--- config.mk ---
export PLATFORM = sky130hd
export DESIGN_NAME = chan_mode_ctl
export DESIGN_NICKNAME = d
export VERILOG_FILES = /design/src/rtl/chan_mode_pkg.sv /design/src/rtl/chan_mode_reg.sv /design/src/rtl/chan_holdoff.sv /design/src/rtl/chan_alarm_dec.sv /design/src/rtl/chan_loop_mux.sv /design/src/rtl/chan_mode_ctl.sv
export SDC_FILE = /design/constraint.sdc
export NUM_CORES = 1
export LEC_CHECK = 0
export ABC_AREA = 1
export ABC_CLOCK_PERIOD_IN_PS = 1200
export BUFFER_PORTS_ARGS = -buffer_cell sky130_fd_sc_hd__clkbuf_2
export CORE_AREA = 4 4 47 49
export CTS_BUF_LIST = sky130_fd_sc_hd__clkbuf_2 sky130_fd_sc_hd__clkbuf_4 sky130_fd_sc_hd__clkbuf_8
export CTS_CLUSTER_SIZE = 10
export DETAILED_ROUTE_END_ITERATION = 6
export DIE_AREA = 0 0 51 53
export PLACE_DENSITY_LB_ADDON = 0.08
export SYNTH_ARGS = -nofsm -noshare
export SYNTH_HDL_FRONTEND = slang
export SYNTH_SLANG_ARGS = --single-unit
--- constraint.sdc ---
create_clock -name clk_i -period 1.2 [get_ports clk_i]
set_clock_uncertainty 0.05 [all_clocks]
set_input_delay 0.06 -clock clk_i [delete_from_list [all_inputs] [get_ports clk_i]]
set_output_delay 0.06 -clock clk_i [all_outputs]
set_load 0.02 [all_outputs]
--- src/rtl/chan_mode_pkg.sv ---
package chan_mode_pkg;
  localparam int REG_W        = 8;
  localparam int LB_LINE_BIT  = 7;
  localparam int LB_SRC_BIT   = 6;
  localparam int ALM1_BIT     = 5;
  localparam int ALM0_BIT     = 4;
  localparam int E3_BIT       = 1;
  localparam int FRM_BIT      = 0;
  localparam logic [REG_W-1:0] WR_MASK = 8'hF3;

  typedef enum logic [1:0] {
    ALM_NONE   = 2'd0,
    ALM_YELLOW = 2'd1,
    ALM_IDLE   = 2'd2,
    ALM_AIS    = 2'd3
  } alarm_e;
endpackage

--- src/rtl/chan_mode_reg.sv ---
module chan_mode_reg
  import chan_mode_pkg::*;
(
  input  logic             clk_i,
  input  logic             rst_ni,
  input  logic             wr_en_i,
  input  logic [REG_W-1:0] wdata_i,
  input  logic             busy_i,
  output logic [REG_W-1:0] reg_o,
  output logic             lb_chg_o
);
  logic [REG_W-1:0] reg_q;
  logic             wr_ok;

  assign wr_ok    = wr_en_i && !busy_i;
  assign lb_chg_o = wr_ok &&
                    (wdata_i[LB_LINE_BIT:LB_SRC_BIT] != reg_q[LB_LINE_BIT:LB_SRC_BIT]);

  always_ff @(posedge clk_i or negedge rst_ni) begin
    if (!rst_ni)    reg_q <= '0;
    else if (wr_ok) reg_q <= wdata_i & WR_MASK;
  end

  assign reg_o = reg_q;
endmodule

--- src/rtl/chan_holdoff.sv ---
module chan_holdoff #(
  parameter int HOLD_CYC = 20
) (
  input  logic clk_i,
  input  logic rst_ni,
  input  logic start_i,
  input  logic access_i,
  output logic busy_o,
  output logic acc_err_o
);
  localparam int CNT_W = $clog2(HOLD_CYC + 1);
  localparam logic [CNT_W-1:0] CNT_LOAD = CNT_W'(HOLD_CYC);

  logic [CNT_W-1:0] cnt_q;
  logic             err_q;

  assign busy_o = (cnt_q != '0);

  always_ff @(posedge clk_i or negedge rst_ni) begin
    if (!rst_ni) begin
      cnt_q <= '0;
      err_q <= 1'b0;
    end else begin
      if (start_i)     cnt_q <= CNT_LOAD;
      else if (busy_o) cnt_q <= cnt_q - 1'b1;
      err_q <= access_i && busy_o;
    end
  end

  assign acc_err_o = err_q;
endmodule

--- src/rtl/chan_alarm_dec.sv ---
module chan_alarm_dec
  import chan_mode_pkg::*;
(
  input  logic       e3_i,
  input  logic [1:0] alm_i,
  output alarm_e     alarm_o
);
  always_comb begin
    if (!e3_i) begin
      alarm_o = alarm_e'(alm_i);
    end else if (alm_i[0]) begin
      alarm_o = ALM_AIS;  // AIS outranks yellow in E3
    end else if (alm_i[1]) begin
      alarm_o = ALM_YELLOW;
    end else begin
      alarm_o = ALM_NONE;
    end
  end
endmodule

--- src/rtl/chan_loop_mux.sv ---
module chan_loop_mux #(
  parameter int RAIL_W = 2
) (
  input  logic              line_lb_i,
  input  logic              src_lb_i,
  input  logic [RAIL_W-1:0] rx_line_i,
  input  logic [RAIL_W-1:0] tx_enc_i,
  output logic [RAIL_W-1:0] tx_line_o,
  output logic [RAIL_W-1:0] dec_in_o
);
  for (genvar g = 0; g < RAIL_W; g++) begin : g_rail
    assign tx_line_o[g] = line_lb_i ? rx_line_i[g] : tx_enc_i[g];
    assign dec_in_o[g]  = src_lb_i  ? tx_enc_i[g]  : rx_line_i[g];
  end
endmodule

--- src/rtl/chan_mode_ctl.sv ---
module chan_mode_ctl
  import chan_mode_pkg::*;
#(
  parameter int HOLD_CYC = 20,
  parameter int RAIL_W   = 2
) (
  input  logic              clk_i,
  input  logic              rst_ni,
  input  logic              wr_en_i,
  input  logic              rd_en_i,
  input  logic [7:0]        wdata_i,
  output logic [7:0]        rdata_o,
  output logic              busy_o,
  output logic              acc_err_o,
  input  logic [RAIL_W-1:0] rx_line_i,
  input  logic [RAIL_W-1:0] tx_enc_i,
  output logic [RAIL_W-1:0] tx_line_o,
  output logic [RAIL_W-1:0] dec_in_o,
  output logic [1:0]        alarm_sel_o,
  output logic              e3_mode_o,
  output logic              frm_sel_o
);
  logic [REG_W-1:0] ctl;
  logic             lb_chg;
  logic             busy;
  alarm_e           alarm;

  chan_mode_reg u_reg (
    .clk_i   (clk_i),
    .rst_ni  (rst_ni),
    .wr_en_i (wr_en_i),
    .wdata_i (wdata_i),
    .busy_i  (busy),
    .reg_o   (ctl),
    .lb_chg_o(lb_chg)
  );

  chan_holdoff #(.HOLD_CYC(HOLD_CYC)) u_hold (
    .clk_i    (clk_i),
    .rst_ni   (rst_ni),
    .start_i  (lb_chg),
    .access_i (wr_en_i || rd_en_i),
    .busy_o   (busy),
    .acc_err_o(acc_err_o)
  );

  chan_alarm_dec u_alm (
    .e3_i   (ctl[E3_BIT]),
    .alm_i  ({ctl[ALM1_BIT], ctl[ALM0_BIT]}),
    .alarm_o(alarm)
  );

  chan_loop_mux #(.RAIL_W(RAIL_W)) u_mux (
    .line_lb_i(ctl[LB_LINE_BIT]),
    .src_lb_i (ctl[LB_SRC_BIT]),
    .rx_line_i(rx_line_i),
    .tx_enc_i (tx_enc_i),
    .tx_line_o(tx_line_o),
    .dec_in_o (dec_in_o)
  );

  assign rdata_o     = ctl;
  assign busy_o      = busy;
  assign alarm_sel_o = alarm;
  assign e3_mode_o   = ctl[E3_BIT];
  assign frm_sel_o   = ctl[FRM_BIT];
endmodule

==> flow_summary.yaml <==
final_layout:
  antenna_cells: 0
  nNetsFinal: 162
  drive_gt1_frac: 0.382
  syn_to_final_growth_pct: 56.2
  nFillCells: 185
  final_cells: 171
power_and_ir_drop:
  ir_worst_vdd_v: 0.00112
  power_leakage_uw: 0.000622
  p_per_area_nw_per_um2: 2520
clock_network:
  cts_sinks: 12
  cts_max_level: 1
  cts_made_buffers: 3
  clk-insertion-delay-late_ns: 0.27
  cts_tree: "done"
  cts_root_buf: "clkbuf_4"
  clock_path_buffers: 2
  clkTransAtPathRegs_ns: 0.08
timing:
  fin_ws_ns: -0.0753
  hold_viol: 0
  rsz0062_at_grt: "yes"
  setup_violations: 8
  layout_min_cycle_time_ns: 1.28
  drv_slew: 0
  max_freq_ghz: 0.784
  fin_hold_ws_ns: 0.159
  period_share: 1.06
yosys:
  netlist_top_cells_count: "nand2_1 (29), inv_1 (18), dfrtp_1 (12), o21ai_0 (11)"
  synth-seq-cells: 12
  synth-edff-count: 0
  synth_warnings: 0
  synthDistinctLibCells: 16
  syn_area_um2: 714
  synthDominantCellAreaShare: 0.420
  synth_ff_type: "dfrtp_1"
  yosys.area.top_type: "dfrtp_1"
  synth_top_cells_by_area: "dfrtp_1 (42%), nand2_1 (15%), inv_1 (9.5%), o21ai_0 (7.7%), buf_4 (6.3%)"
  synth.avg_cell_area_um2: 7.52
  seq_area_frac_synth: 0.420
  synthArstFlopShare: 1.00
  netlist_instances: 95
  yosysMostFrequentCell: "nand2_1"
setup_path:
  crit_fanout: 4
  worstSetupEndpointType: "output port"
  cp-start-kind: "flip-flop"
  r2r_setup_slack_ns: -0.06
  crit_type: "reg2out"
  max_stage_delay_ns: 0.40
  crit_family: "flip-flops"
  crit_buf_inv: 2
  crit_chain: "inv_2 > ha_4 > nand3_4 > clkbuf_8"
  crit_arrival_ns: 1.17
  worst_path_max_delay_cell: "dfrtp_1"
  crit_required_ns: 1.09
die:
  fp.dieH_um: 53
  die_x_um: 51
  die_area_um2: 2700
  row_count: 16
  coreArea_um2: 1860
  pin_count: 34
  initial_utilization: 0.384
global_route:
  grt_pass1_vias: 695
  antenna_found_initial: 0
  grt_max_degree: 13
  overflow: 0
  grt_first_pass_wirelength_um: 2760
  track_usage: 0.140
routing:
  drt_wl_total_um: 1610
  ant_nets: 0
  vias: 730
  viasPerCell: 4.27
  drt-initial-drc-count: 4
  wl_per_cell_um: 9.39
  dr.pass1.iters: 3
  drcViolationCount: 0
status:
  failed_checks: "negative setup slack"
  status: "finished, violations left"
placement:
  hpwl_um: 1220
  portBuffers: 29
  gp_congestion: 0.768
  dpl.cell_count: 153
hold_path:
  hold_path_class: "in2async"
job:
  maxCapViolations: 0
-- state kept, by name (all words and copies together), names as in the netlist --
name and count:
u_hold.cnt_q 5, u_hold.acc_err_o 1, u_reg.reg_o 6
-- worst paths after layout --
check,startpoint,to,cells after the start
setup / recovery,u_hold.cnt_q[0]$_DFFE_PN0P_,busy_o,4
hold / removal,rst_ni,u_reg.reg_o[1]$_DFFE_PN0P_,2
setup reg to reg,u_hold.cnt_q[0]$_DFFE_PN0P_,u_reg.reg_o[5]$_DFFE_PN0P_,7
hold reg to reg,u_hold.cnt_q[4]$_DFFE_PN0P_,u_hold.cnt_q[4]$_DFFE_PN0P_,2
max in group asynchronous,rst_ni,u_reg.reg_o[6]$_DFFE_PN0P_,2
min in group clk_i,tx_enc_i[1],tx_line_o[1],4
-- report_power, final --
| part | leakage [uW] | internal [uW] | total [uW] | switching, uW |
|---|---|---|---|---|
| logic | 0.000458 | 780 | 1740 | 958 |
| registers | 0.000143 | 600 | 759 | 158 |
| clock network | 0.0000210 | 184 | 320 | 136 |
-- placed cells by master, fill, tap and decap left out, types with 2 or more instances in the layout --
cell type and n:
nor2_1 6, dlygate4sd3_1 9, clkbuf_8 2, o21ai_1 11, inv_2 4, nand2_1 29, conb_1 2, o21ai_0 2
inv_1 14, buf_4 16, clkbuf_2 22, nand4_1 3, clkbuf_4 3, dfrtp_1 11
-- worst register-to-register path: stages (launching register included) --
cell,delay [ns]
dfrtp_1,0.40
inv_2,0.08
ha_4,0.15
nand3_4,0.09
buf_12,0.15
nor2_8,0.13
nand2_1,0.07
o21ai_1,0.07
-- cell families after synthesis --
| logic type | share of synthesized area |
|---|---|
| AOI/OAI and AO/OA | 0.121 |
| adders and majority gates | 0.0175 |
| buffers and inverters | 0.158 |
| DFF | 0.420 |
| other | 0.00525 |
| and+or+nand+nor | 0.278 |
-- per-layer routing --
metal / part of all wire / global-route usage
met5: 0 / 0
met4: 0.024 / 0.0942
met3: 0.076 / 0.0254
met2: 0.47 / 0.245
met1: 0.43 / 0.154
-- what timing repair did --
item | 4_1_cts | 5_1_grt
endpoints found under the setup margin | 14 | 19
hold buffers | 9 | 0
setup buffers | 5 | 0
pin swaps | 3 | 0
resized for setup | 12 | 14
endpoints found under the hold margin | 19 | 0
-- metrics by stage --
step           utilization  TNS [ns]  power, uW  instance area, um2  setup WS (ns)
2_1_floorplan            -         0       1820                 731        0.00371
3_3_place_gp         0.493         0       2250                 917        0.00721
3_5_place_dp         0.493    -0.118       2290                 917        -0.0280
4_1_cts              0.597    -0.449       2820                1110        -0.0888
5_1_grt              0.599     -1.32       3080                1120         -0.172
6_report             0.599    -0.381       2820                1120        -0.0753
-- area by class of cell --
class                   count  area, um2  share of cell area
repair buffers             50        359               0.322
well taps                  27       33.8              0.0303
multi-input cells          60        318               0.285
flip-flops and latches     12        302               0.270
clock buffers               4       36.3              0.0325
inverters                  18       67.6              0.0605
No activity file was read; power rests on OpenSTA's default activity.
